## src/rtl/stm_pkg.sv

```systemverilog
// Shared constants and command decode helpers for the bus monitor.
// Assumes command bit 2 separates reads (1) from writes (0).
package stm_pkg;
    localparam int NUM_RULES = 4;
    localparam int ERR_CTRL  = 0;  // address/byte-enable/command held
    localparam int ERR_WDATA = 1;  // write data held
    localparam int ERR_REQ   = 2;  // request fell early
    localparam int ERR_ACK   = 3;  // acknowledge fell early

    function automatic logic cmd_is_read(input logic [2:0] cmd);
        return cmd[2];
    endfunction

    function automatic logic cmd_is_write(input logic [2:0] cmd);
        return ~cmd[2];
    endfunction
endpackage

```

## src/rtl/stm_sample.sv

```systemverilog
// Previous-edge snapshot of the observed bus.
// Assumes reset values model an idle bus, so no rule can fire on the first edge.
module stm_sample #(
    parameter int AW  = 16,
    parameter int DW  = 32,
    parameter int NBW = DW / 8
) (
    input  logic           clk,
    input  logic           rst_n,
    input  logic           cur_req,
    input  logic           cur_ack,
    input  logic [2:0]     cur_cmd,
    input  logic [AW-1:0]  cur_addr,
    input  logic [NBW-1:0] cur_nbe,
    input  logic [DW-1:0]  cur_wdata,
    output logic           p_req,
    output logic           p_ack,
    output logic           p_hs,
    output logic [2:0]     p_cmd,
    output logic [AW-1:0]  p_addr,
    output logic [NBW-1:0] p_nbe,
    output logic [DW-1:0]  p_wdata
);
    // Capture every bus field once per edge for next-edge comparison.
    always_ff @(posedge clk) begin
        if (!rst_n) begin
            p_req   <= 1'b0;
            p_ack   <= 1'b0;
            p_hs    <= 1'b0;
            p_cmd   <= '0;
            p_addr  <= '0;
            p_nbe   <= '1;
            p_wdata <= '0;
        end else begin
            p_req   <= cur_req;
            p_ack   <= cur_ack;
            p_hs    <= cur_req & cur_ack;
            p_cmd   <= cur_cmd;
            p_addr  <= cur_addr;
            p_nbe   <= cur_nbe;
            p_wdata <= cur_wdata;
        end
    end
endmodule

```

## src/rtl/stm_rules.sv

```systemverilog
// Combinational rule evaluation: compares current bus values with the snapshot.
// Assumes the snapshot comes from stm_sample one edge earlier.
module stm_rules
    import stm_pkg::*;
#(
    parameter int AW  = 16,
    parameter int DW  = 32,
    parameter int NBW = DW / 8
) (
    input  logic                 cur_req,
    input  logic                 cur_ack,
    input  logic [2:0]           cur_cmd,
    input  logic [AW-1:0]        cur_addr,
    input  logic [NBW-1:0]       cur_nbe,
    input  logic [DW-1:0]        cur_wdata,
    input  logic                 p_req,
    input  logic                 p_ack,
    input  logic                 p_hs,
    input  logic [2:0]           p_cmd,
    input  logic [AW-1:0]        p_addr,
    input  logic [NBW-1:0]       p_nbe,
    input  logic [DW-1:0]        p_wdata,
    output logic [NUM_RULES-1:0] viol,
    output logic                 warn_hit
);
    logic pending;

    // Flag each ordering rule broken at this edge.
    always_comb begin
        pending          = p_req & ~p_hs;
        viol             = '0;
        viol[ERR_CTRL]   = pending & ((cur_addr != p_addr) |
                                      (cur_nbe  != p_nbe)  |
                                      (cur_cmd  != p_cmd));
        viol[ERR_WDATA]  = pending & cmd_is_write(p_cmd) & (cur_wdata != p_wdata);
        viol[ERR_REQ]    = pending & ~cur_req;
        viol[ERR_ACK]    = p_ack & ~p_hs & ~cur_ack;
    end

    // Empty byte-enable check exists only when byte enables carry meaning.
    generate
        if (NBW > 1) begin : g_warn
            assign warn_hit = cur_req & (&cur_nbe);
        end else begin : g_nowarn
            assign warn_hit = 1'b0;
        end
    endgenerate
endmodule

```

## src/rtl/stm_sticky.sv

```systemverilog
// Bank of sticky flags with synchronous clear; a set in the clear cycle wins.
module stm_sticky #(
    parameter int N = 5
) (
    input  logic         clk,
    input  logic         rst_n,
    input  logic         clr,
    input  logic [N-1:0] set,
    output logic [N-1:0] q
);
    // Accumulate new hits, restart from this edge's hits on clear.
    always_ff @(posedge clk) begin
        if (!rst_n)   q <= '0;
        else if (clr) q <= set;
        else          q <= q | set;
    end
endmodule

```

## src/rtl/stm_counter.sv

```systemverilog
// Wrapping event counter.
module stm_counter #(
    parameter int W = 16
) (
    input  logic         clk,
    input  logic         rst_n,
    input  logic         inc,
    output logic [W-1:0] count
);
    // Advance by one on each qualifying event.
    always_ff @(posedge clk) begin
        if (!rst_n)   count <= '0;
        else if (inc) count <= count + 1'b1;
    end
endmodule

```

## src/rtl/stbus_monitor.sv

```systemverilog
// Passive protocol monitor for one simple target bus segment.
// Assumes all inputs are synchronous to clk; drives nothing on the bus.
module stbus_monitor
    import stm_pkg::*;
#(
    parameter int AW    = 16,
    parameter int DW    = 32,
    parameter int CNT_W = 16,
    localparam int NBW  = DW / 8
) (
    input  logic                 clk,
    input  logic                 rst_n,
    input  logic                 err_clr,
    input  logic                 mon_req,
    input  logic                 mon_ack,
    input  logic [2:0]           mon_cmd,
    input  logic [AW-1:0]        mon_addr,
    input  logic [NBW-1:0]       mon_nbe,
    input  logic [DW-1:0]        mon_wdata,
    output logic [NUM_RULES-1:0] err_flags,
    output logic                 err_any,
    output logic                 warn_no_bytes,
    output logic [CNT_W-1:0]     rd_count,
    output logic [CNT_W-1:0]     wr_count
);
    logic           p_req, p_ack, p_hs;
    logic [2:0]     p_cmd;
    logic [AW-1:0]  p_addr;
    logic [NBW-1:0] p_nbe;
    logic [DW-1:0]  p_wdata;
    logic [NUM_RULES-1:0] viol;
    logic           warn_hit;
    logic [NUM_RULES:0]   flag_q;
    logic           hs_now;
    logic [1:0]     cnt_inc;
    logic [CNT_W-1:0] cnt_val [2];

    stm_sample #(.AW(AW), .DW(DW), .NBW(NBW)) u_sample (
        .clk(clk), .rst_n(rst_n),
        .cur_req(mon_req), .cur_ack(mon_ack), .cur_cmd(mon_cmd),
        .cur_addr(mon_addr), .cur_nbe(mon_nbe), .cur_wdata(mon_wdata),
        .p_req(p_req), .p_ack(p_ack), .p_hs(p_hs), .p_cmd(p_cmd),
        .p_addr(p_addr), .p_nbe(p_nbe), .p_wdata(p_wdata)
    );

    stm_rules #(.AW(AW), .DW(DW), .NBW(NBW)) u_rules (
        .cur_req(mon_req), .cur_ack(mon_ack), .cur_cmd(mon_cmd),
        .cur_addr(mon_addr), .cur_nbe(mon_nbe), .cur_wdata(mon_wdata),
        .p_req(p_req), .p_ack(p_ack), .p_hs(p_hs), .p_cmd(p_cmd),
        .p_addr(p_addr), .p_nbe(p_nbe), .p_wdata(p_wdata),
        .viol(viol), .warn_hit(warn_hit)
    );

    // Warning rides in the top bit of the same sticky bank as the errors.
    stm_sticky #(.N(NUM_RULES + 1)) u_flags (
        .clk(clk), .rst_n(rst_n), .clr(err_clr),
        .set({warn_hit, viol}), .q(flag_q)
    );

    // Decode completed cycles into read and write events.
    always_comb begin
        hs_now     = mon_req & mon_ack;
        cnt_inc[0] = hs_now & cmd_is_read(mon_cmd);
        cnt_inc[1] = hs_now & cmd_is_write(mon_cmd);
    end

    generate
        for (genvar g = 0; g < 2; g++) begin : g_cnt
            stm_counter #(.W(CNT_W)) u_cnt (
                .clk(clk), .rst_n(rst_n), .inc(cnt_inc[g]), .count(cnt_val[g])
            );
        end
    endgenerate

    assign err_flags     = flag_q[NUM_RULES-1:0];
    assign warn_no_bytes = flag_q[NUM_RULES];
    assign err_any       = |flag_q[NUM_RULES-1:0];
    assign rd_count      = cnt_val[0];
    assign wr_count      = cnt_val[1];
endmodule

```

## config.mk

```make
export PLATFORM = sky130hd
export DESIGN_NAME = stbus_monitor
export DESIGN_NICKNAME = d
export VERILOG_FILES = /design/src/rtl/stm_pkg.sv /design/src/rtl/stm_sample.sv /design/src/rtl/stm_rules.sv /design/src/rtl/stm_sticky.sv /design/src/rtl/stm_counter.sv /design/src/rtl/stbus_monitor.sv
export SDC_FILE = /design/constraint.sdc
export NUM_CORES = 1
export LEC_CHECK = 0
export ABC_AREA = 1
export CAP_MARGIN = 5
export CORE_MARGIN = 8
export CORE_UTILIZATION = 50
export CTS_CLUSTER_DIAMETER = 50
export CTS_CLUSTER_SIZE = 40
export DETAILED_ROUTE_END_ITERATION = 6
export MAX_ROUTING_LAYER = met4
export PLACE_DENSITY = 0.81
export SYNTH_ARGS = -nofsm -noshare
export SYNTH_HDL_FRONTEND = slang
export SYNTH_SLANG_ARGS = --single-unit
```

## constraint.sdc

```tcl
create_clock -name clk -period 2.85 [get_ports clk]
set_input_delay 0.855 -clock clk [delete_from_list [all_inputs] [get_ports clk]]
set_output_delay 0.855 -clock clk [all_outputs]
set_load 0.01 [all_outputs]
```

[Word-level counts from Yosys, hierarchy flattened]
Cells that the tools add are included.
Storage, ports and cells
  output and inout port bits: 38
  word-level logic and storage cells: 38
  memories: 0
  memory bits (writable): 0
  bits in latches: 0
  input bits: 60
  bits in registers: 95
  ROM bits: 0
Operators by class
  add/sub/neg operators: 2
  equal/unequal tests: 4
  reduce and logical (&&, ||, !) cells: 2
  $mul: 0
  multiplexer cells: 1
  magnitude comparators: 0
  divide/modulo/power cells: 0
  bitwise operators: 19
  shift-type cells: 0
Operators by type and width (count)
  $add 16x1->16 const B: 2
  $ne 32x32->1: 1
  $ne 16x16->1: 1
  $and 1x1->1: 11
  $mux 5: 1
  $not 1->1: 5
  $or 5x5->5: 1
  $ne 4x4->1: 1
  $reduce_and 4->1: 1
  $reduce_or 4->1: 1
  $ne 3x3->1: 1
  $or 1x1->1: 2

[Logic depth before layout (Yosys ltp)]
  word-level depth: 6
  mapped depth: 11
  depth with buffers taken out: 11

[Modules after synthesis]
From an unflattened synthesis, not the netlist that was laid out.
Second synthesis, totals
  cell total of the unflattened synthesis: 719
  area, all modules: 4595.7 µm²
Modules (own cells, without submodules)
  stm_counter: instances 2, area an instance 845.8 µm², cells an instance 126, seq. area each 320.3 µm²
  stm_sample: instances 1, area an instance 1647.8 µm², cells an instance 180, seq. area each 1161.1 µm²
  stm_rules: instances 1, area an instance 1059.8 µm², cells an instance 258, seq. area each 0.0 µm²
  stm_sticky: instances 1, area an instance 170.2 µm², cells an instance 22, seq. area each 100.1 µm²
  stbus_monitor: instances 1, area an instance 26.3 µm², cells an instance 7, seq. area each 0.0 µm²

[Least setup slack after synthesis]
No wires, ideal clock.
  path kind: input to register
  start point: input port mon_req
  end point: register g_cnt[0].u_cnt.count[13]
  path buffers: 0
  library setup time: 113 ps
  data arrival time: 1709 ps
  setup slack: 1029 ps
  stages on the path: 11
  data required time: 2737 ps
  cell sequence: nand2_2 -> nor2_4 -> inv_4 -> nor2_4 -> nand2_2 -> nor2_4 -> nand2_2 -> nor2_2 -> nand2_1 -> nand2_1 -> nor2_1
Between the ends
  longest elaborated chain between the ends: 2
Ends and longest elaborated chain
  start: declaration: line stbus_monitor.sv:14  | input logic mon_req,
  $and 1x1->1: line stbus_monitor.sv:62  | hs_now = mon_req & mon_ack;
  $and 1x1->1: line stbus_monitor.sv:63  | cnt_inc[0] = hs_now & cmd_is_read(mon_cmd);
  end signal: assignment: line stm_counter.sv:13  | else if (inc) count <= count + 1'b1;
  end: declaration: line stm_counter.sv:8  | output logic [W-1:0] count
No other way between the ends.
A chain may end at the register's enable or synchronous reset.

[Final worst setup path]
  start point: register u_flags.q[3]
  end point: output port err_any
Between the ends
  longest elaborated chain between the ends: 1
Ends and longest elaborated chain
  start: declaration: line stm_sticky.sv:9  | output logic [N-1:0] q
  start signal: assignment: line stm_sticky.sv:14  | else if (clr) q <= set;
  start signal: assignment: line stm_sticky.sv:15  | else q <= q | set;
  $reduce_or 4->1: line stbus_monitor.sv:77  | assign err_any = |flag_q[NUM_RULES-1:0];
  end: declaration: line stbus_monitor.sv:21  | output logic err_any,
No other way between the ends.

==> impl_metrics.json <==
{
  "rr_worst_depth": 8,
  "final_common_cell": "nand2_1",
  "syn_to_final_growth_pct": 31.5,
  "fillers": 707,
  "post_dp_cell_area_um2": 5120,
  "path_max_fanout": 3,
  "hpwl_um": 6750,
  "nets": 709,
  "arrival_ps": 1700,
  "antenna_cells": 0,
  "finalCriticalPeriod_ps": 2550,
  "internal_power_mw": 1.99,
  "p_per_area_nw_per_um2": 487,
  "detail_route.wl_per_cell_um": 11.8,
  "initial_core_util": 0.504,
  "hold_viol": 0,
  "drv_slew": 0,
  "tns_ps": 0,
  "first_iter_violations": 76,
  "worst_pin_slew_ps": 755,
  "synth-seq-cells": 95,
  "ys_seq_area_frac": 0.469,
  "fp.dieH_um": 106,
  "critPathKind": "reg2out",
  "fp-row-count": 33,
  "synth_cell_type_count": 32,
  "port_buffers": 97,
  "grt_pass1_wl_um": 14800,
  "syn_avg_cell_area_um2": 7.40,
  "cts_tree": "yes",
  "leakagePower_nw": 2.47,
  "power_frac_comb": 0.112,
  "die_area_um2": 11300,
  "cts_hold_buf": 0,
  "ys_warn_count": 0,
  "seqPwrFrac": 0.540,
  "via_per_inst": 4.55,
  "finalClockSkew_ps": 8.59,
  "p_sw_mw": 0.605,
  "die_w_um": 106,
  "r2r_slack_ps": 1170,
  "post_cts_buffers": 0,
  "grt_overflow": 0,
  "final_cell_area_um2": 5330,
  "yosysTopAreaCell": "dfxtp_1",
  "maxCapViolations": 0,
  "synthTopCellsByArea": "dfxtp_1 47%, nand2_1 13%, inv_1 9.3%, xnor2_1 5.6%, nor2_1 4.9%",
  "netlist_area_um2": 4060,
  "critPathLaunchType": "flop",
  "cts-root-buf": "clkbuf_8",
  "drc": 0,
  "post_cts_resized": 0,
  "cp.required_ps": 2000,
  "grt_pass1_vias": 3357,
  "peakVddDrop_uv": 266,
  "final.period_utilization": 0.895,
  "grt_max_degree": 78,
  "rr_endpoint": "g_cnt[0].u_cnt.count[14]$_SDFFE_PN0P_",
  "drt-total-wl_um": 8910,
  "clockBufferDepth": 2,
  "cts.clk_slew.worst_paths_ps": 80,
  "hold_end": "u_flags.q[3]$_SDFF_PN0_",
  "cts_max_level": 3,
  "gp_congestion": 0.842,
  "core_um2": 8050,
  "setup_viol": 0,
  "drive_gt1_frac": 0.0552,
  "drt_first_pass_iters": 4,
  "cts_sinks": 95,
  "ant_nets": 0,
  "synth_nets": 610,
  "min-delay-start": "u_sample.p_ack$_SDFF_PN0_",
  "timing.slew.headroom": 0.496,
  "vias": 3441,
  "switching_share": 0.233,
  "r2r_start": "g_cnt[0].u_cnt.count[0]$_SDFFE_PN0P_",
  "grt_setup_unrepaired": "no",
  "synth_top_area_frac": 0.469,
  "postSynthCellCount": 548,
  "max_freq_mhz": 392,
  "cts_made_buffers": 9,
  "status": "complete, no violations",
  "pwr-share-clk": 0.349,
  "antenna_found_initial": 0,
  "min_path_cells": 2,
  "clock_latency_ps": 340,
  "ios": 98,
  "final_cell_mix": "142 x nand2_1, 101 x inv_1, 96 x clkdlybuf4s50_1",
  "hold_class": "reg2reg",
  "end_kind": "output port",
  "track_usage": 0.163
}
cell type report:
class,count,area (µm²),share of cell area
tap,105,131,0.0246
clock buffer,12,155,0.0291
sequential,95,1900,0.357
inverter,105,397,0.0744
multi-input combinational,338,1720,0.323
clock inverter,4,53.8,0.0101
timing repair buffer,98,973,0.183
power groups by stage:
stage,clock [mW],sequential [mW],combinational (mW)
CTS,0.932,1.40,0.294
global route,0.976,1.41,0.329
floorplan,0,1.43,0.151
global placement,0,1.43,0.283
detailed placement,0,1.43,0.292
finish,0.905,1.40,0.290
sequential cells by signal (all words and copies together) (netlist names):
register / flops
u_sample.p_req: 1
u_sample.p_cmd: 3
u_sample.p_wdata: 32
u_sample.p_ack: 1
u_sample.p_hs: 1
g_cnt.u_cnt.count: 32
u_sample.p_nbe: 4
u_sample.p_addr: 16
u_flags.q: 5
how the worst max path moves through the flow:
| stage | start | to | slack (ps) |
|---|---|---|---|
| final | u_flags.q[3]$_SDFF_PN0_ | err_any | 300 |
| after detailed placement | mon_req | g_cnt[1].u_cnt.count[13]$_SDFFE_PN0P_ | 260 |
| after floorplan | mon_req | g_cnt[0].u_cnt.count[13]$_SDFFE_PN0P_ | 1030 |
| after CTS | u_flags.q[3]$_SDFF_PN0_ | err_any | 280 |
| after global routing | u_flags.q[3]$_SDFF_PN0_ | err_any | 250 |
| after global placement | mon_req | g_cnt[1].u_cnt.count[15]$_SDFFE_PN0P_ | 330 |
layer usage:
metal | wire [µm] | vias up | part of all wire | track usage
li1 | - | 1836 | - | -
met1 | 4180 | 1516 | 0.47 | 0.190
met2 | 4140 | 81 | 0.46 | 0.270
met3 | 520 | 8 | 0.058 | 0.0472
met4 | 72 | 0 | 0.0081 | 0.0442
met5 | 0 | - | 0 | -
cells in the mapped netlist, drive strengths merged:
cell type / instances
a31oi: 1
xnor2: 26
a21oi: 26
or2: 2
clkbuf: 10
o21a: 4
ha: 2
nor3: 10
a32oi: 1
inv: 104
nand4: 3
nand2: 147
or4: 1
and3: 1
nor4: 1
xor2: 20
clkinv: 1
o21ai: 15
nor3b: 2
nand3: 14
a211oi: 1
nor2: 60
dfxtp: 95
nand3b: 1
critical path: stages (launching register included):
cell             delay, ps
dfxtp_1                350
or4_1                  520
clkdlybuf4s50_1        490
through the flow:
step                power [mW]   util  std cells  setup WS, ps  hold WS [ps]
global placement          1.71  0.637        741           326           452
global route              2.71  0.662        757           248           479
detailed placement        1.72  0.637        741           258           465
finish                    2.60  0.662        757           300           471
CTS                       2.63  0.662        757           283           476
floorplan                 1.58      -        548          1030           441
kinds of logic after synthesis:
logic type / after synthesis / synth area share
adder cells (fa/ha/maj): 2 / 0.00617
AND/OR/NAND/NOR: 242 / 0.255
XOR/XNOR: 46 / 0.0993
AO/OA/AOI/OAI: 48 / 0.0635
buffers and inverters: 115 / 0.107
flip-flops: 95 / 0.469
No activity file was read; power rests on OpenSTA's default activity.
